## config.mk

```make
export PLATFORM = sky130hd
export DESIGN_NAME = pll_synth_core
export DESIGN_NICKNAME = d
export VERILOG_FILES = /design/src/rtl/pll_synth_pkg.sv /design/src/rtl/pll_divider.sv /design/src/rtl/pll_serial_port.sv /design/src/rtl/pll_pfd_lock.sv /design/src/rtl/pll_synth_core.sv
export SDC_FILE = /design/constraint.sdc
export NUM_CORES = 1
export LEC_CHECK = 0
export BUFFER_PORTS_ARGS = -buffer_cell sky130_fd_sc_hd__clkbuf_2
export CAP_MARGIN = 20
export CORE_ASPECT_RATIO = 0.9
export CORE_MARGIN = 2
export CORE_UTILIZATION = 38
export DETAILED_ROUTE_END_ITERATION = 7
export GPL_TIMING_DRIVEN = 1
export PLACE_DENSITY = 0.59
export SYNTH_ARGS = -nofsm -noshare
export SYNTH_HDL_FRONTEND = slang
export SYNTH_SLANG_ARGS = --single-unit
export TNS_END_PERCENT = 1
```

## constraint.sdc

```tcl
create_clock -name clk -period 4.5 [get_ports clk]
set_input_delay 0.9 -clock clk [delete_from_list [all_inputs] [get_ports clk]]
set_output_delay 0.9 -clock clk [all_outputs]
set_load 0.02 [all_outputs]
```

## src/rtl/pll_synth_pkg.sv

```systemverilog
package pll_synth_pkg;

    // Defaults shared by the core and its sub-blocks
    parameter int WORD_W_D   = 16;
    parameter int REF_DIV_D  = 2112;
    parameter int LOCK_RUN_D = 16;
    parameter int THR_W_D    = 8;
    parameter int MIN_DIV    = 2;

    // Charge pump request pair
    typedef struct packed {
        logic up;
        logic dn;
    } pump_t;

    // Lock monitor state
    typedef enum logic {
        LK_SEARCH = 1'b0,
        LK_HELD   = 1'b1
    } lock_st_e;

    // Saturating increment for an 8..32 bit counter held in an int-sized slot
    function automatic int sat_inc(input int v, input int max_v);
        return (v >= max_v) ? max_v : v + 1;
    endfunction

endpackage

```

## src/rtl/pll_divider.sv

```systemverilog
module pll_divider #(
    parameter int W       = 16,
    parameter int RST_DIV = 2
) (
    input  logic         clk,
    input  logic         rst,
    input  logic         step,
    input  logic [W-1:0] div_in,
    output logic         tc
);

    logic [W-1:0] cnt;
    logic [W-1:0] div_cur;

    // Counts step events; the divisor is reloaded only when the count wraps
    always_ff @(posedge clk) begin
        if (rst) begin
            cnt     <= '0;
            div_cur <= W'(RST_DIV);
            tc      <= 1'b0;
        end else begin
            tc <= 1'b0;
            if (step) begin
                if (cnt == div_cur - W'(1)) begin
                    cnt     <= '0;
                    div_cur <= div_in;
                    tc      <= 1'b1;
                end else begin
                    cnt <= cnt + W'(1);
                end
            end
        end
    end

    // position never reaches the active divisor
    assert_cnt_bound_R5: assert property (@(posedge clk) disable iff (rst)
        cnt < div_cur);

    // terminal pulses are isolated single cycles
    assert_tc_single_R2: assert property (@(posedge clk) disable iff (rst)
        tc |=> !tc);

    // the divisor only moves at a wrap
    assert_div_at_wrap_R6: assert property (@(posedge clk) disable iff (rst)
        !$stable(div_cur) |-> tc);

endmodule

```

## src/rtl/pll_serial_port.sv

```systemverilog
module pll_serial_port #(
    parameter int W = 16
) (
    input  logic         clk,
    input  logic         rst,
    input  logic         ser_clk,
    input  logic         ser_data,
    input  logic         ser_le,
    output logic [W-1:0] word
);

    logic         sclk_q;
    logic         sclk_q2;
    logic         sdat_q;
    logic         le_q;
    logic         bit_tick;
    logic [W-1:0] shreg;

    assign bit_tick = sclk_q & ~sclk_q2;

    always_ff @(posedge clk) begin
        if (rst) begin
            sclk_q  <= 1'b0;
            sclk_q2 <= 1'b0;
            sdat_q  <= 1'b0;
            le_q    <= 1'b0;
            shreg   <= '0;
            word    <= '0;
        end else begin
            sclk_q  <= ser_clk;
            sclk_q2 <= sclk_q;
            sdat_q  <= ser_data;
            le_q    <= ser_le;
            if (bit_tick) begin
                shreg <= {shreg[W-2:0], sdat_q};
            end
            if (le_q) begin
                word <= shreg;
            end
        end
    end

    // the programmed word changes only under the latch line
    assert_word_hold_R4: assert property (@(posedge clk) disable iff (rst)
        !$stable(word) |-> $past(le_q));

endmodule

```

## src/rtl/pll_pfd_lock.sv

```systemverilog
module pll_pfd_lock
    import pll_synth_pkg::*;
#(
    parameter int THR_W    = 8,
    parameter int LOCK_RUN = 16
) (
    input  logic             clk,
    input  logic             rst,
    input  logic             ref_ev,
    input  logic             fb_ev,
    input  logic [THR_W-1:0] thr,
    output logic             up,
    output logic             dn,
    output logic             lock
);

    localparam int RUN_W = (LOCK_RUN > 2) ? $clog2(LOCK_RUN) : 1;
    localparam int ERR_MAX = (1 << THR_W) - 1;

    pump_t            pump;
    lock_st_e         st;
    logic [THR_W-1:0] err;
    logic [RUN_W-1:0] run;
    logic             window_ok;

    assign up = pump.up;
    assign dn = pump.dn;
    assign lock = (st == LK_HELD);
    assign window_ok = (err < thr);

    // Two-flop detector; both set clears both on the following cycle
    always_ff @(posedge clk) begin
        if (rst) begin
            pump <= '0;
        end else if (pump.up && pump.dn) begin
            pump.up <= ref_ev;
            pump.dn <= fb_ev;
        end else begin
            pump.up <= pump.up | ref_ev;
            pump.dn <= pump.dn | fb_ev;
        end
    end

    // Window judge: error width measured between reference pulses
    always_ff @(posedge clk) begin
        if (rst) begin
            err <= '0;
            run <= '0;
            st  <= LK_SEARCH;
        end else if (ref_ev) begin
            err <= '0;
            if (window_ok) begin
                if (run == RUN_W'(LOCK_RUN - 1)) begin
                    st <= LK_HELD;
                end else begin
                    run <= run + RUN_W'(1);
                end
            end else begin
                run <= '0;
                st  <= LK_SEARCH;
            end
        end else if (pump.up ^ pump.dn) begin
            err <= THR_W'(sat_inc(int'(err), ERR_MAX));
        end
    end

    // an up request only starts from a reference pulse
    assert_up_cause_R8: assert property (@(posedge clk) disable iff (rst)
        $rose(up) |-> $past(ref_ev));

    // coincident outputs reset each other
    assert_pump_clear_R9: assert property (@(posedge clk) disable iff (rst)
        (up && dn && !ref_ev && !fb_ev) |=> (!up && !dn));

    // lock only appears at a window boundary
    assert_lock_rise_R10: assert property (@(posedge clk) disable iff (rst)
        $rose(lock) |-> $past(ref_ev));

    // a wide window removes lock at once
    assert_lock_drop_R10: assert property (@(posedge clk) disable iff (rst)
        (ref_ev && !window_ok) |=> !lock);

endmodule

```

## src/rtl/pll_synth_core.sv

```systemverilog
module pll_synth_core
    import pll_synth_pkg::*;
#(
    parameter int WORD_W   = WORD_W_D,
    parameter int REF_DIV  = REF_DIV_D,
    parameter int LOCK_RUN = LOCK_RUN_D,
    parameter int THR_W    = THR_W_D
) (
    input  logic             clk,
    input  logic             rst,
    input  logic             fb_in,
    input  logic             ser_clk,
    input  logic             ser_data,
    input  logic             ser_le,
    input  logic             tx_req,
    input  logic [THR_W-1:0] lock_thr,
    output logic             ref_cmp,
    output logic             fb_cmp,
    output logic             pump_up,
    output logic             pump_dn,
    output logic             lock,
    output logic             tx_en
);

    localparam int REF_W = $clog2(REF_DIV + 1);

    logic              fb_q;
    logic              fb_q2;
    logic              fb_step;
    logic [WORD_W-1:0] word_raw;
    logic [WORD_W-1:0] fb_div;

    // Feedback edge detection in the reference domain
    always_ff @(posedge clk) begin
        if (rst) begin
            fb_q  <= 1'b0;
            fb_q2 <= 1'b0;
        end else begin
            fb_q  <= fb_in;
            fb_q2 <= fb_q;
        end
    end

    assign fb_step = fb_q & ~fb_q2;

    pll_serial_port #(.W(WORD_W)) u_port (
        .clk      (clk),
        .rst      (rst),
        .ser_clk  (ser_clk),
        .ser_data (ser_data),
        .ser_le   (ser_le),
        .word     (word_raw)
    );

    // Divisors below the minimum would stall the counter
    assign fb_div = (word_raw < WORD_W'(MIN_DIV)) ? WORD_W'(MIN_DIV) : word_raw;

    pll_divider #(.W(REF_W), .RST_DIV(REF_DIV)) u_ref_div (
        .clk    (clk),
        .rst    (rst),
        .step   (1'b1),
        .div_in (REF_W'(REF_DIV)),
        .tc     (ref_cmp)
    );

    pll_divider #(.W(WORD_W), .RST_DIV(MIN_DIV)) u_fb_div (
        .clk    (clk),
        .rst    (rst),
        .step   (fb_step),
        .div_in (fb_div),
        .tc     (fb_cmp)
    );

    pll_pfd_lock #(.THR_W(THR_W), .LOCK_RUN(LOCK_RUN)) u_pfd (
        .clk    (clk),
        .rst    (rst),
        .ref_ev (ref_cmp),
        .fb_ev  (fb_cmp),
        .thr    (lock_thr),
        .up     (pump_up),
        .dn     (pump_dn),
        .lock   (lock)
    );

    assign tx_en = tx_req & lock;

endmodule

```

==> flow_results.xml, run 1 <==
<?xml version="1.0" encoding="UTF-8"?>
<metrics>
  <group name="finish">
    <metric name="layout.core_utilization" unit="%">43.5</metric>
    <metric name="final_nets" unit="">573</metric>
    <metric name="final_layout_size_suffix_gt1_share" unit="%">10.9</metric>
    <metric name="filler_cell_count" unit="">1216</metric>
    <metric name="post-route-cell-area" unit="mm²">0.00526</metric>
    <metric name="diodes_inserted" unit="">0</metric>
    <metric name="layout-area-overhead-vs-synth" unit="%">11.5</metric>
  </group>
  <group name="hold_path">
    <metric name="worst_hold_check_path_type" unit="">reg -&gt; reg</metric>
    <metric name="hold-path-endpoint" unit="">u_port.shreg[0]</metric>
    <metric name="worstHoldStart" unit="">u_port.sdat_q</metric>
    <metric name="hold_path_depth" unit="">2</metric>
  </group>
  <group name="global_routing">
    <metric name="globalRouteTotalUtil" unit="%">15.3</metric>
    <metric name="via_count_of_the_first_global_routing_pass" unit="">3372</metric>
    <metric name="antenna_found_initial" unit="">0</metric>
    <metric name="globalRoute.totalOverflow" unit="">0</metric>
    <metric name="wire_length_of_the_first_global_routing_pass" unit="mm">16.4</metric>
    <metric name="grt_start_max_net_pins" unit="">53</metric>
  </group>
  <group name="route">
    <metric name="via_density" unit="">5.19</metric>
    <metric name="detail_routed_net_length_per_standard_cell" unit="µm">13.5</metric>
    <metric name="drc_errors" unit="">0</metric>
    <metric name="first_iter_violations" unit="">248</metric>
    <metric name="routed_wirelength" unit="mm">9.58</metric>
    <metric name="first_pass_iters" unit="">4</metric>
    <metric name="route.vias.total" unit="">3683</metric>
    <metric name="antenna_violating_nets_post_route" unit="">0</metric>
  </group>
  <group name="power_and_ir_drop">
    <metric name="cellPowerDensity" unit="mW/mm²">347</metric>
    <metric name="leakage" unit="µW">0.00197</metric>
    <metric name="vdd_ir_drop_max" unit="µV">226</metric>
  </group>
  <group name="cts">
    <metric name="tritoncts.num_buffers" unit="">9</metric>
    <metric name="cts-root-buf" unit="">sky130_fd_sc_hd__clkbuf_16</metric>
    <metric name="cts_tree" unit="">yes</metric>
    <metric name="clock_insertion_delay_worst_skew" unit="ps">340</metric>
    <metric name="cts_max_level" unit="">3</metric>
    <metric name="cts_sinks" unit="">99</metric>
    <metric name="post-cts-setup-buffer-count" unit="">0</metric>
    <metric name="cts-root-to-sink-buffers" unit="">2</metric>
    <metric name="ctsHoldBuffers" unit="">0</metric>
    <metric name="cts-resized-gates" unit="">0</metric>
    <metric name="worst_setup_hold_path_clk_slew" unit="ps">70</metric>
  </group>
  <group name="logic_synthesis">
    <metric name="synth_cell_types" unit="">47</metric>
    <metric name="synth.cell_area" unit="mm²">0.00471</metric>
    <metric name="netlist_instances" unit="">540</metric>
    <metric name="ys_seq_area_share" unit="%">42.1</metric>
    <metric name="synth.yosys.warnings" unit="">0</metric>
    <metric name="synth-seq-cells" unit="">99</metric>
    <metric name="post_synth.cell_area_avg" unit="µm²">8.73</metric>
    <metric name="synthFlopType" unit="">sky130_fd_sc_hd__dfxtp_1</metric>
    <metric name="synthArstFlopShare" unit="%">0</metric>
    <metric name="synth_edf_count" unit="">0</metric>
    <metric name="mappedNetlistNets" unit="">568</metric>
  </group>
  <group name="placement">
    <metric name="portBuffers" unit="">20</metric>
    <metric name="globalplace.congestion" unit="">0.843</metric>
    <metric name="postPlaceCellArea" unit="mm²">0.00491</metric>
    <metric name="dp_worst_setup_slack" unit="ps">852</metric>
    <metric name="post-dp-hpwl" unit="mm">6.63</metric>
  </group>
  <group name="worst_setup_path">
    <metric name="rr_worst_depth" unit="">9</metric>
    <metric name="crit_type" unit="">reg -&gt; reg</metric>
    <metric name="cp-start-kind" unit="">flip-flop</metric>
    <metric name="reg2reg_to" unit="">u_fb_div.div_cur[1]</metric>
    <metric name="crit_fanout" unit="">16</metric>
    <metric name="timing.critical_path.required" unit="ps">4760</metric>
    <metric name="timing.reg2reg.setup_slack" unit="ps">880</metric>
    <metric name="critPathLaunch" unit="">u_fb_div.div_cur[0]</metric>
    <metric name="worstPathArrival" unit="ps">3890</metric>
    <metric name="r2r_start" unit="">u_fb_div.div_cur[0]</metric>
    <metric name="setup.worst_path.end_class" unit="">flip-flop</metric>
  </group>
  <group name="timing">
    <metric name="setup_tns" unit="ps">0</metric>
    <metric name="layout_setup_ws" unit="ps">878</metric>
    <metric name="final_period_minus_worst_setup_slack" unit="ps">3620</metric>
    <metric name="fin_crit_sh" unit="%">80.5</metric>
    <metric name="max_slew.worst_pin.slew" unit="ps">1060</metric>
    <metric name="fmax" unit="GHz">0.276</metric>
    <metric name="final-setup-viol-count" unit="">0</metric>
    <metric name="slew-limit-headroom" unit="%">28.9</metric>
    <metric name="finClkSkew" unit="ps">10.3</metric>
    <metric name="hold_violation_total_from_the_final_report" unit="">0</metric>
    <metric name="rsz_0062_raised_after_global_routing" unit="">no</metric>
    <metric name="final_max_slew_viol_count" unit="">0</metric>
  </group>
  <group name="floorplanning">
    <metric name="die_area" unit="mm²">0.0133</metric>
    <metric name="floorplan.die.width" unit="µm">121</metric>
    <metric name="design.core.area" unit="mm²">0.0121</metric>
    <metric name="top_level_ports" unit="">21</metric>
    <metric name="die_height" unit="µm">110</metric>
    <metric name="start_util" unit="%">39.0</metric>
    <metric name="fp-row-count" unit="">38</metric>
  </group>
  <group name="flow_run">
    <metric name="max_cap_viol_count" unit="">0</metric>
  </group>
  <group name="run_status">
    <metric name="status" unit="">finished, final reports clean</metric>
  </group>
</metrics>
-- synthesized netlist by cell type, types with 2 or more instances --
cell / count / area share, %
sky130_fd_sc_hd__a211o_1: 2 / 0.37
sky130_fd_sc_hd__a21o_1: 5 / 0.80
sky130_fd_sc_hd__a21oi_1: 48 / 5.1
sky130_fd_sc_hd__a31oi_1: 5 / 0.66
sky130_fd_sc_hd__and2_1: 2 / 0.27
sky130_fd_sc_hd__and3_1: 8 / 1.1
sky130_fd_sc_hd__and4_1: 2 / 0.37
sky130_fd_sc_hd__buf_2: 4 / 0.42
sky130_fd_sc_hd__buf_6: 2 / 0.48
sky130_fd_sc_hd__clkbuf_1: 25 / 2.0
sky130_fd_sc_hd__dfxtp_1: 99 / 42
sky130_fd_sc_hd__ha_1: 13 / 3.5
sky130_fd_sc_hd__inv_1: 13 / 1.0
sky130_fd_sc_hd__mux2i_1: 19 / 4.0
sky130_fd_sc_hd__nand2_1: 49 / 3.9
sky130_fd_sc_hd__nand2b_1: 10 / 1.3
sky130_fd_sc_hd__nand3_1: 24 / 2.5
sky130_fd_sc_hd__nand4_1: 22 / 2.9
sky130_fd_sc_hd__nor2_1: 51 / 4.1
sky130_fd_sc_hd__nor2b_1: 13 / 1.7
sky130_fd_sc_hd__nor3_1: 13 / 1.4
sky130_fd_sc_hd__nor3_2: 11 / 2.3
sky130_fd_sc_hd__nor3b_1: 2 / 0.32
sky130_fd_sc_hd__nor4_1: 7 / 0.93
sky130_fd_sc_hd__o211ai_1: 2 / 0.32
sky130_fd_sc_hd__o21ai_0: 5 / 0.53
sky130_fd_sc_hd__o22ai_1: 2 / 0.27
sky130_fd_sc_hd__o31ai_1: 16 / 2.5
sky130_fd_sc_hd__or2_2: 2 / 0.27
sky130_fd_sc_hd__or3_1: 3 / 0.40
sky130_fd_sc_hd__xnor2_1: 23 / 4.3
sky130_fd_sc_hd__xor2_1: 23 / 4.3
-- kinds of logic after synthesis --
group / after synthesis / share of synthesized area (%)
buf+inv: 44 / 3.93
flops: 99 / 42.1
mux: 20 / 4.28
xor+xnor: 46 / 8.55
simple gates: 226 / 25.4
fa+ha+maj: 13 / 3.45
compound gates: 92 / 12.4
-- cell type report --
type	instances	area [µm²]	area share [%]
repair buffers	25	138	2.62
clock buffers	11	253	4.81
clock inverters	5	88.8	1.69
well taps	160	200	3.81
inverters	13	48.8	0.929
flip-flops and latches	99	1980	37.7
multi-input cells	397	2540	48.4
-- metrics by stage --
step | cells | hold slack (ps) | total power, µW
final | 710 | 443 | 1820
after detailed placement | 693 | 428 | 982
after global routing | 710 | 457 | 1900
after floorplan | 540 | 417 | 965
after CTS | 709 | 439 | 1850
after global placement | 693 | 428 | 980
-- worst max-delay path, cell delays in order (launching register included) --
cell and delay (ps):
sky130_fd_sc_hd__dfxtp_1 340, sky130_fd_sc_hd__inv_1 70, sky130_fd_sc_hd__ha_1 210, sky130_fd_sc_hd__nand2b_1 160, sky130_fd_sc_hd__or4_4 560, sky130_fd_sc_hd__a2111oi_4 360, sky130_fd_sc_hd__nand4_2 170, sky130_fd_sc_hd__or3_1 650
sky130_fd_sc_hd__nor3_4 760, sky130_fd_sc_hd__mux2i_1 260
-- how the worst max path moves through the flow --
| stage | slack [ps] | cells after the start | endpoint |
|---|---|---|---|
| global placement | 980 | 9 | u_fb_div.div_cur[0] |
| finish | 880 | 9 | u_fb_div.div_cur[1] |
| detailed placement | 850 | 9 | u_fb_div.div_cur[1] |
| global route | 610 | 9 | u_fb_div.div_cur[1] |
| floorplan | 1630 | 11 | u_fb_div.cnt[10] |
| CTS | 830 | 9 | u_fb_div.div_cur[1] |
-- flip-flops by register name, indices dropped and copies added (netlist names) --
register          cells
u_fb_div.cnt         16
u_fb_div.div_cur     16
u_port.shreg         16
u_port.word          16
u_ref_div.cnt        12
u_pfd.err             8
u_pfd.run             4
fb_q                  1
fb_q2                 1
u_fb_div.tc           1
u_pfd.dn              1
u_pfd.lock            1
u_pfd.up              1
u_port.le_q           1
u_port.sclk_q         1
u_port.sclk_q2        1
u_port.sdat_q         1
u_ref_div.tc          1
-- cell usage in the layout, fill, tap and decap left out, types with 13 or more instances in the layout --
master / n
sky130_fd_sc_hd__ha_1: 13
sky130_fd_sc_hd__xor2_1: 23
sky130_fd_sc_hd__nand4_1: 22
sky130_fd_sc_hd__a21oi_1: 48
sky130_fd_sc_hd__clkbuf_2: 19
sky130_fd_sc_hd__nor3_1: 13
sky130_fd_sc_hd__mux2i_1: 19
sky130_fd_sc_hd__dfxtp_1: 99
sky130_fd_sc_hd__inv_1: 13
sky130_fd_sc_hd__o31ai_1: 16
sky130_fd_sc_hd__nand2_1: 49
sky130_fd_sc_hd__nor2_1: 51
sky130_fd_sc_hd__nor2b_1: 13
sky130_fd_sc_hd__nand3_1: 24
sky130_fd_sc_hd__xnor2_1: 23
-- where the power goes --
| group | switching (µW) | internal (µW) |
|---|---|---|
| Combinational | 46.0 | 24.8 |
| Clock | 336 | 525 |
| Sequential | 8.77 | 883 |
-- metal layers --
metal	share of wire [%]	up-vias	GRT usage, %
met2	44	55	23.8
met4	0.97	0	4.27
met1	52	1695	20.7
li1	-	1921	-
met3	3.6	12	4.72
met5	0	-	0
Power figures use the tool's default switching activity.
==> run 2: changes to the inputs <==
Settings changed: ABC_AREA from default to 1, PLACE_DENSITY 0.59 to 0.6.
Clock period 4.5 ns to 3.05 ns, I/O delays scaled along.
==> run 2 against run 1 <==
Net effect:
- via count up 21%
- setup slack worse by 74 ps
- count of clock-buffer cells in the layout unchanged
- sequential power up 53%
==> flow_results.xml, run 2 <==
<?xml version="1.0" encoding="UTF-8"?>
<metrics>
  <group name="run_status">
    <metric name="status" unit="">finished, final reports clean</metric>
  </group>
  <group name="floorplanning">
    <metric name="floorplan.die.width" unit="µm">129</metric>
    <metric name="design.core.area" unit="mm²">0.0135</metric>
    <metric name="fp-row-count" unit="">40</metric>
    <metric name="die_area" unit="mm²">0.0150</metric>
    <metric name="start_util" unit="%">39.4</metric>
    <metric name="top_level_ports" unit="">21</metric>
    <metric name="die_height" unit="µm">116</metric>
  </group>
  <group name="cts">
    <metric name="post-cts-setup-buffer-count" unit="">0</metric>
    <metric name="cts_sinks" unit="">99</metric>
    <metric name="tritoncts.num_buffers" unit="">9</metric>
    <metric name="cts_tree" unit="">yes</metric>
    <metric name="clock_insertion_delay_worst_skew" unit="ps">350</metric>
    <metric name="cts_max_level" unit="">3</metric>
    <metric name="cts-resized-gates" unit="">0</metric>
    <metric name="ctsHoldBuffers" unit="">0</metric>
    <metric name="cts-root-buf" unit="">sky130_fd_sc_hd__clkbuf_16</metric>
    <metric name="worst_setup_hold_path_clk_slew" unit="ps">70</metric>
    <metric name="cts-root-to-sink-buffers" unit="">2</metric>
  </group>
  <group name="logic_synthesis">
    <metric name="netlist_instances" unit="">770</metric>
    <metric name="post_synth_most_frequent_cells" unit="">sky130_fd_sc_hd__nand2_1 (157), sky130_fd_sc_hd__nor2_1 (144), sky130_fd_sc_hd__inv_1 (101)</metric>
    <metric name="synth_cell_types" unit="">34</metric>
    <metric name="synthFlopType" unit="">sky130_fd_sc_hd__dfxtp_1</metric>
    <metric name="yosysTopAreaCell" unit="">sky130_fd_sc_hd__dfxtp_1</metric>
    <metric name="share_of_yosys_cell_area_claimed_by_the_top_area_cell_type" unit="%">37.3</metric>
    <metric name="synth.yosys.warnings" unit="">0</metric>
    <metric name="synth.cell_area" unit="mm²">0.00532</metric>
    <metric name="post_synth.cell_area_avg" unit="µm²">6.91</metric>
    <metric name="yosys.cell_count.top_type" unit="">sky130_fd_sc_hd__nand2_1</metric>
    <metric name="mappedNetlistNets" unit="">798</metric>
    <metric name="ys_seq_area_share" unit="%">37.3</metric>
    <metric name="synthArstFlopShare" unit="%">0</metric>
    <metric name="synth_top_cells_by_area" unit="">sky130_fd_sc_hd__dfxtp_1 (37%), sky130_fd_sc_hd__nand2_1 (11%), sky130_fd_sc_hd__nor2_1 (10%)</metric>
    <metric name="synth-seq-cells" unit="">99</metric>
    <metric name="synth_edf_count" unit="">0</metric>
  </group>
  <group name="route">
    <metric name="route.vias.total" unit="">4441</metric>
    <metric name="routed_wirelength" unit="mm">10.9</metric>
    <metric name="detail_routed_net_length_per_standard_cell" unit="µm">11.4</metric>
    <metric name="via_density" unit="">4.66</metric>
    <metric name="antenna_violating_nets_post_route" unit="">0</metric>
    <metric name="first_iter_violations" unit="">273</metric>
    <metric name="drc_errors" unit="">0</metric>
    <metric name="first_pass_iters" unit="">4</metric>
  </group>
  <group name="finish">
    <metric name="layout-area-overhead-vs-synth" unit="%">9.32</metric>
    <metric name="multiInputGateArea" unit="mm²">0.00280</metric>
    <metric name="final-seq-area" unit="mm²">0.00198</metric>
    <metric name="final_layout_size_suffix_gt1_share" unit="%">10.7</metric>
    <metric name="diodes_inserted" unit="">0</metric>
    <metric name="most_common_library_cell_in_the_layout_ignoring_fill_and_taps" unit="">sky130_fd_sc_hd__nand2_1</metric>
    <metric name="post-route-cell-area" unit="mm²">0.00581</metric>
    <metric name="layout.core_utilization" unit="%">43.0</metric>
    <metric name="filler_cell_count" unit="">1440</metric>
    <metric name="final_nets" unit="">809</metric>
    <metric name="final_cell_mix" unit="">sky130_fd_sc_hd__nand2_1 (157), sky130_fd_sc_hd__nor2_1 (144), sky130_fd_sc_hd__inv_1 (101)</metric>
  </group>
  <group name="hold_path">
    <metric name="hold_path_depth" unit="">2</metric>
    <metric name="worst_hold_check_path_type" unit="">reg -&gt; reg</metric>
  </group>
  <group name="timing">
    <metric name="timing.hold.ws" unit="ps">420</metric>
    <metric name="finClkSkew" unit="ps">10.7</metric>
    <metric name="setup_tns" unit="ps">0</metric>
    <metric name="final-setup-viol-count" unit="">0</metric>
    <metric name="rsz_0062_raised_after_global_routing" unit="">no</metric>
    <metric name="layout_setup_ws" unit="ps">804</metric>
    <metric name="fmax" unit="GHz">0.445</metric>
    <metric name="slew-limit-headroom" unit="%">62.7</metric>
    <metric name="final_max_slew_viol_count" unit="">0</metric>
    <metric name="max_slew.worst_pin.slew" unit="ps">559</metric>
    <metric name="hold_violation_total_from_the_final_report" unit="">0</metric>
    <metric name="final_period_minus_worst_setup_slack" unit="ps">2250</metric>
    <metric name="fin_crit_sh" unit="%">73.6</metric>
  </group>
  <group name="global_routing">
    <metric name="globalRouteTotalUtil" unit="%">15.9</metric>
    <metric name="globalRoute.totalOverflow" unit="">0</metric>
    <metric name="wire_length_of_the_first_global_routing_pass" unit="mm">19.2</metric>
    <metric name="grt_start_max_net_pins" unit="">46</metric>
    <metric name="via_count_of_the_first_global_routing_pass" unit="">4082</metric>
    <metric name="antenna_found_initial" unit="">0</metric>
  </group>
  <group name="worst_setup_path">
    <metric name="cp-start-kind" unit="">flip-flop</metric>
    <metric name="critPathMaxStageDelay" unit="ps">320</metric>
    <metric name="buffers_plus_inverters_on_the_worst_setup_path" unit="">2</metric>
    <metric name="rr_worst_depth" unit="">14</metric>
    <metric name="critical_path.cell_chain" unit="">inv_1 -&gt; ha_1 -&gt; nand2_1 -&gt; nor2_1 -&gt; nand2_1 -&gt; nand2_1 -&gt; nand3_1 -&gt; nor2_1 -&gt; nand3_1 -&gt; nor2_2 -&gt; nand3_2 -&gt; buf_4 -&gt; nand3_1 -&gt; nand2_1</metric>
    <metric name="crit_type" unit="">reg -&gt; reg</metric>
    <metric name="crit_fanout" unit="">22</metric>
    <metric name="crit_family" unit="">simple AND/OR/NAND/NOR gates</metric>
    <metric name="timing.critical_path.required" unit="ps">3280</metric>
    <metric name="cp_num_cells" unit="">14</metric>
    <metric name="worstPathArrival" unit="ps">2480</metric>
    <metric name="setup.worst_path.end_class" unit="">flip-flop</metric>
    <metric name="cpMaxStageDelayCell" unit="">sky130_fd_sc_hd__dfxtp_1</metric>
    <metric name="critical-path-top-cell-by-count" unit="">sky130_fd_sc_hd__nand2_1</metric>
  </group>
  <group name="flow_run">
    <metric name="max_cap_viol_count" unit="">0</metric>
  </group>
  <group name="power_and_ir_drop">
    <metric name="vdd_ir_drop_max" unit="µV">301</metric>
    <metric name="leakage" unit="µW">0.00281</metric>
    <metric name="cellPowerDensity" unit="mW/mm²">464</metric>
  </group>
  <group name="placement">
    <metric name="postPlaceCellArea" unit="mm²">0.00553</metric>
    <metric name="portBuffers" unit="">20</metric>
    <metric name="dp_worst_setup_slack" unit="ps">800</metric>
    <metric name="post-dp-hpwl" unit="mm">8.11</metric>
    <metric name="globalplace.congestion" unit="">0.845</metric>
  </group>
</metrics>
run 2: changes by cell type in the layout (fill, tap and decap cells not counted), moves of 10 or more:
cell and change:
sky130_fd_sc_hd__nand3_2 +19, sky130_fd_sc_hd__nand3_1 +19, sky130_fd_sc_hd__o21ai_0 +36, sky130_fd_sc_hd__nor3_2 -11, sky130_fd_sc_hd__inv_1 +88, sky130_fd_sc_hd__nor2_1 +93, sky130_fd_sc_hd__nand2b_1 -10, sky130_fd_sc_hd__nand2_1 +108
sky130_fd_sc_hd__nor2b_1 -13, sky130_fd_sc_hd__a21oi_1 -20, sky130_fd_sc_hd__xnor2_1 -15, sky130_fd_sc_hd__mux2i_1 -18, sky130_fd_sc_hd__o31ai_1 -16
run 2: cell type report:
class | instances | area share, %
clock buffers | 11 | 4.18
clock inverters | 5 | 0.753
inverters | 103 | 6.65
multi-input cells | 543 | 48.1
flip-flops and latches | 99 | 34.1
well taps | 168 | 3.62
repair buffers | 25 | 2.58
run 2: kinds of logic after synthesis:
kind of cell               synth area share, %
adders and majority gates                 3.06
xor gates and xnor gates                  5.11
buffers and inverters                     10.1
muxes                                    0.188
and+or+nand+nor                           37.2
DFF                                       37.3
AOI/OAI and AO/OA                         7.01
run 2: worst paths after layout:
| kind | startpoint | to | slack, ps |
|---|---|---|---|
| max | u_fb_div.div_cur[0] | u_fb_div.div_cur[2] | 800 |
| min | fb_q | fb_q2 | 420 |
| max reg2reg | u_fb_div.div_cur[0] | u_fb_div.div_cur[2] | 800 |
| min reg2reg | fb_q | fb_q2 | 420 |
run 2: worst register-to-register path: stages, from the launching register on:
cell                      delay, ps
sky130_fd_sc_hd__dfxtp_1        320
sky130_fd_sc_hd__inv_1          150
sky130_fd_sc_hd__ha_1           320
sky130_fd_sc_hd__nand2_1        110
sky130_fd_sc_hd__nor2_1         140
sky130_fd_sc_hd__nand2_1        100
sky130_fd_sc_hd__nand2_1         80
sky130_fd_sc_hd__nand3_1         70
sky130_fd_sc_hd__nor2_1         140
sky130_fd_sc_hd__nand3_1        110
sky130_fd_sc_hd__nor2_2         120
sky130_fd_sc_hd__nand3_2         70
sky130_fd_sc_hd__buf_4          240
sky130_fd_sc_hd__nand3_1        120
sky130_fd_sc_hd__nand2_1         60
run 2: metal layers:
| metal | up-vias | share of wire, % | global-route usage [%] | routed length [µm] |
|---|---|---|---|---|
| li1 | 2446 | - | - | - |
| met1 | 1934 | 52 | 22.3 | 5710 |
| met2 | 51 | 43 | 25.3 | 4690 |
| met3 | 10 | 3.4 | 3.16 | 373 |
| met4 | 0 | 1.1 | 4.13 | 120 |
| met5 | - | 0 | 0 | 0 |
run 2: through the flow:
step,total power [µW],std cells
floorplan,1580,770
finish,2690,954
global placement,1630,938
global route,2820,954
CTS,2730,954
detailed placement,1630,938
run 2: power breakdown:
group	switching (µW)	internal, µW
Combinational	159	81.7
Sequential	30.7	1330
Clock	505	587
==> run 3: changes to the inputs <==
Clock period 3.05 ns to 2 ns, I/O delays scaled along.
==> run 3 against run 2 <==
Net effect:
- sequential cell count is the same
- maximum frequency grew 12%
- sequential share of layout area shrank 2.8 points
- critical path type unchanged
==> flow_results.xml, run 3 (synthesized netlist as in run 2, its figures left out) <==
<?xml version="1.0" encoding="UTF-8"?>
<metrics>
  <group name="route">
    <metric name="routed_wirelength" unit="mm">11.9</metric>
    <metric name="first_iter_violations" unit="">288</metric>
    <metric name="via_density" unit="">4.69</metric>
    <metric name="first_pass_iters" unit="">4</metric>
    <metric name="route.vias.total" unit="">4645</metric>
    <metric name="detail_routed_net_length_per_standard_cell" unit="µm">12.0</metric>
    <metric name="antenna_violating_nets_post_route" unit="">0</metric>
    <metric name="drc_errors" unit="">0</metric>
  </group>
  <group name="floorplanning">
    <metric name="start_util" unit="%">39.4</metric>
    <metric name="design.core.area" unit="mm²">0.0135</metric>
    <metric name="floorplan.die.width" unit="µm">129</metric>
    <metric name="top_level_ports" unit="">21</metric>
    <metric name="die_height" unit="µm">116</metric>
    <metric name="die_area" unit="mm²">0.0150</metric>
    <metric name="fp-row-count" unit="">40</metric>
  </group>
  <group name="timing">
    <metric name="fin_crit_sh" unit="%">99.9</metric>
    <metric name="final_max_slew_viol_count" unit="">0</metric>
    <metric name="max_slew.worst_pin.slew" unit="ps">559</metric>
    <metric name="rsz_0062_raised_after_global_routing" unit="">yes</metric>
    <metric name="hold_violation_total_from_the_final_report" unit="">0</metric>
    <metric name="setup_tns" unit="ps">0</metric>
    <metric name="fmax" unit="GHz">0.500</metric>
    <metric name="finClkSkew" unit="ps">11.0</metric>
    <metric name="final-setup-viol-count" unit="">0</metric>
    <metric name="slew-limit-headroom" unit="%">62.7</metric>
    <metric name="final_period_minus_worst_setup_slack" unit="ps">2000</metric>
  </group>
  <group name="cts">
    <metric name="cts_max_level" unit="">3</metric>
    <metric name="clock_insertion_delay_worst_skew" unit="ps">340</metric>
    <metric name="worst_setup_hold_path_clk_slew" unit="ps">70</metric>
    <metric name="ctsHoldBuffers" unit="">0</metric>
    <metric name="cts_sinks" unit="">99</metric>
    <metric name="cts_tree" unit="">yes</metric>
    <metric name="tritoncts.num_buffers" unit="">9</metric>
    <metric name="cts-root-buf" unit="">sky130_fd_sc_hd__clkbuf_16</metric>
    <metric name="cts-root-to-sink-buffers" unit="">2</metric>
  </group>
  <group name="power_and_ir_drop">
    <metric name="cellPowerDensity" unit="mW/mm²">678</metric>
    <metric name="power.total" unit="µW">4320</metric>
    <metric name="power_switching" unit="µW">1090</metric>
    <metric name="clock_power_share" unit="%">41.4</metric>
    <metric name="share_seq_of_total_power" unit="%">47.9</metric>
    <metric name="vdd_ir_drop_max" unit="µV">516</metric>
    <metric name="netSwitchingFraction" unit="%">25.1</metric>
    <metric name="leakage" unit="µW">0.00308</metric>
    <metric name="internal-power" unit="µW">3240</metric>
    <metric name="combinationalPowerShare" unit="%">10.8</metric>
  </group>
  <group name="run_status">
    <metric name="status" unit="">finished, final reports clean</metric>
  </group>
  <group name="worst_setup_path">
    <metric name="critical-path-top-cell-by-count" unit="">sky130_fd_sc_hd__nand2_1</metric>
    <metric name="reg2reg_to" unit="">u_fb_div.div_cur[7]</metric>
    <metric name="rr_worst_depth" unit="">15</metric>
    <metric name="cpMaxStageDelayCell" unit="">sky130_fd_sc_hd__dfxtp_2</metric>
    <metric name="worstPathArrival" unit="ps">2230</metric>
    <metric name="timing.reg2reg.setup_slack" unit="ps">2</metric>
    <metric name="r2r_start" unit="">u_fb_div.div_cur[1]</metric>
    <metric name="crit_fanout" unit="">6</metric>
    <metric name="crit_type" unit="">reg -&gt; reg</metric>
    <metric name="timing.critical_path.required" unit="ps">2230</metric>
    <metric name="critical_path.cell_chain" unit="">buf_4 -&gt; nor2_4 -&gt; nand2_4 -&gt; nor2_4 -&gt; buf_4 -&gt; nand2_1 -&gt; nand2_1 -&gt; nand2_1 -&gt; inv_2 -&gt; nand2_2 -&gt; nor2_4 -&gt; nand3_4 -&gt; buf_12 -&gt; nand3_1 -&gt; nand2_1</metric>
    <metric name="setup.worst_path.end_class" unit="">flip-flop</metric>
    <metric name="cp-start-kind" unit="">flip-flop</metric>
    <metric name="critPathMaxStageDelay" unit="ps">320</metric>
  </group>
  <group name="placement">
    <metric name="portBuffers" unit="">20</metric>
    <metric name="globalplace.congestion" unit="">0.896</metric>
    <metric name="post-dp-hpwl" unit="mm">8.52</metric>
  </group>
  <group name="hold_path">
    <metric name="hold_path_depth" unit="">3</metric>
    <metric name="hold-path-endpoint" unit="">u_port.le_q</metric>
    <metric name="worstHoldStart" unit="">ser_le</metric>
    <metric name="worst_hold_check_path_type" unit="">in -&gt; reg</metric>
  </group>
  <group name="flow_run">
    <metric name="max_cap_viol_count" unit="">0</metric>
  </group>
  <group name="finish">
    <metric name="final_nets" unit="">846</metric>
    <metric name="diodes_inserted" unit="">0</metric>
    <metric name="most_common_library_cell_in_the_layout_ignoring_fill_and_taps" unit="">sky130_fd_sc_hd__nand2_1</metric>
    <metric name="final_cell_mix" unit="">sky130_fd_sc_hd__nand2_1 (147), sky130_fd_sc_hd__nor2_1 (132), sky130_fd_sc_hd__inv_1 (97)</metric>
    <metric name="layout.core_utilization" unit="%">47.2</metric>
    <metric name="layout-area-overhead-vs-synth" unit="%">19.9</metric>
    <metric name="final_layout_size_suffix_gt1_share" unit="%">19.6</metric>
  </group>
  <group name="global_routing">
    <metric name="globalRouteTotalUtil" unit="%">16.8</metric>
    <metric name="grt_start_max_net_pins" unit="">70</metric>
    <metric name="via_count_of_the_first_global_routing_pass" unit="">4316</metric>
    <metric name="wire_length_of_the_first_global_routing_pass" unit="mm">20.3</metric>
    <metric name="globalRoute.totalOverflow" unit="">0</metric>
    <metric name="antenna_found_initial" unit="">0</metric>
  </group>
</metrics>
[run 3: changes by cell type in the layout (fill, tap and decap cells not counted), moves of 8 or more]
cell,previous run,this run
sky130_fd_sc_hd__buf_4,4,36
sky130_fd_sc_hd__dfxtp_1,99,91
sky130_fd_sc_hd__nand2_1,157,147
sky130_fd_sc_hd__nand2_2,6,14
sky130_fd_sc_hd__nor2_1,144,132
sky130_fd_sc_hd__nor2_4,4,16
[run 3: metrics by stage]
| stage | worst slack (ps) | hold WS (ps) | cells | cell area (µm²) |
|---|---|---|---|---|
| 4_1_cts | -21.3 | 218 | 984 | 6110 |
| 3_5_place_dp | -101 | 414 | 968 | 5780 |
| 6_report | 1.69 | 237 | 991 | 6370 |
| 2_1_floorplan | 48.8 | 403 | 770 | 5320 |
| 5_1_grt | -156 | 235 | 991 | 6370 |
| 3_3_place_gp | -108 | 416 | 968 | 5780 |
[run 3: what timing repair did]
item	4_1_cts	5_1_grt
pin swaps	0	31
setup buffers	0	4
resized for setup	7	51
cloned	0	3
endpoints found under the setup margin	31	33
[run 3: layer usage]
metal | global-route usage, % | wire [µm]
met5 | 0 | 0
met4 | 4.57 | 130
met3 | 3.71 | 433
met1 | 24.4 | 6090
met2 | 25.3 | 5210
[run 3: final cells by class]
type                    count  area (µm²)
clock buffers              11         243
clock inverters             5        71.3
fillers                  1361        7140
inverters                 103         387
multi-input cells         543        2980
flip-flops and latches     99        1990
well taps                 168         210
repair buffers             62         492
[run 3: critical path, delay by kind of cell (launching register included)]
| family | cells | cell delay [ps] |
|---|---|---|
| AND/OR/NAND/NOR | 11 | 1040 |
| buffers and inverters | 4 | 520 |
| flip-flops | 1 | 320 |
[run 3: how the worst max path moves through the flow]
stage | startpoint | end | slack, ps | cells past startpoint
detailed placement | u_fb_div.div_cur[0] | u_fb_div.div_cur[2] | -100 | 15
global placement | u_fb_div.div_cur[0] | u_fb_div.div_cur[3] | -110 | 15
finish | u_fb_div.div_cur[1] | u_fb_div.div_cur[7] | 2 | 15
CTS | u_fb_div.div_cur[1] | u_fb_div.div_cur[0] | -20 | 14
floorplan | u_fb_div.div_cur[0] | u_fb_div.div_cur[6] | 50 | 15
global route | u_fb_div.div_cur[8] | u_fb_div.div_cur[7] | -160 | 13
[run 3: power groups by stage]
| stage | sequential (µW) | clock, µW | combinational, µW |
|---|---|---|---|
| after floorplan | 2110 | 0 | 297 |
| after global placement | 2110 | 0 | 415 |
| after detailed placement | 2110 | 0 | 417 |
| after CTS | 2070 | 1850 | 421 |
| after global routing | 2080 | 1930 | 530 |
| final | 2070 | 1790 | 465 |
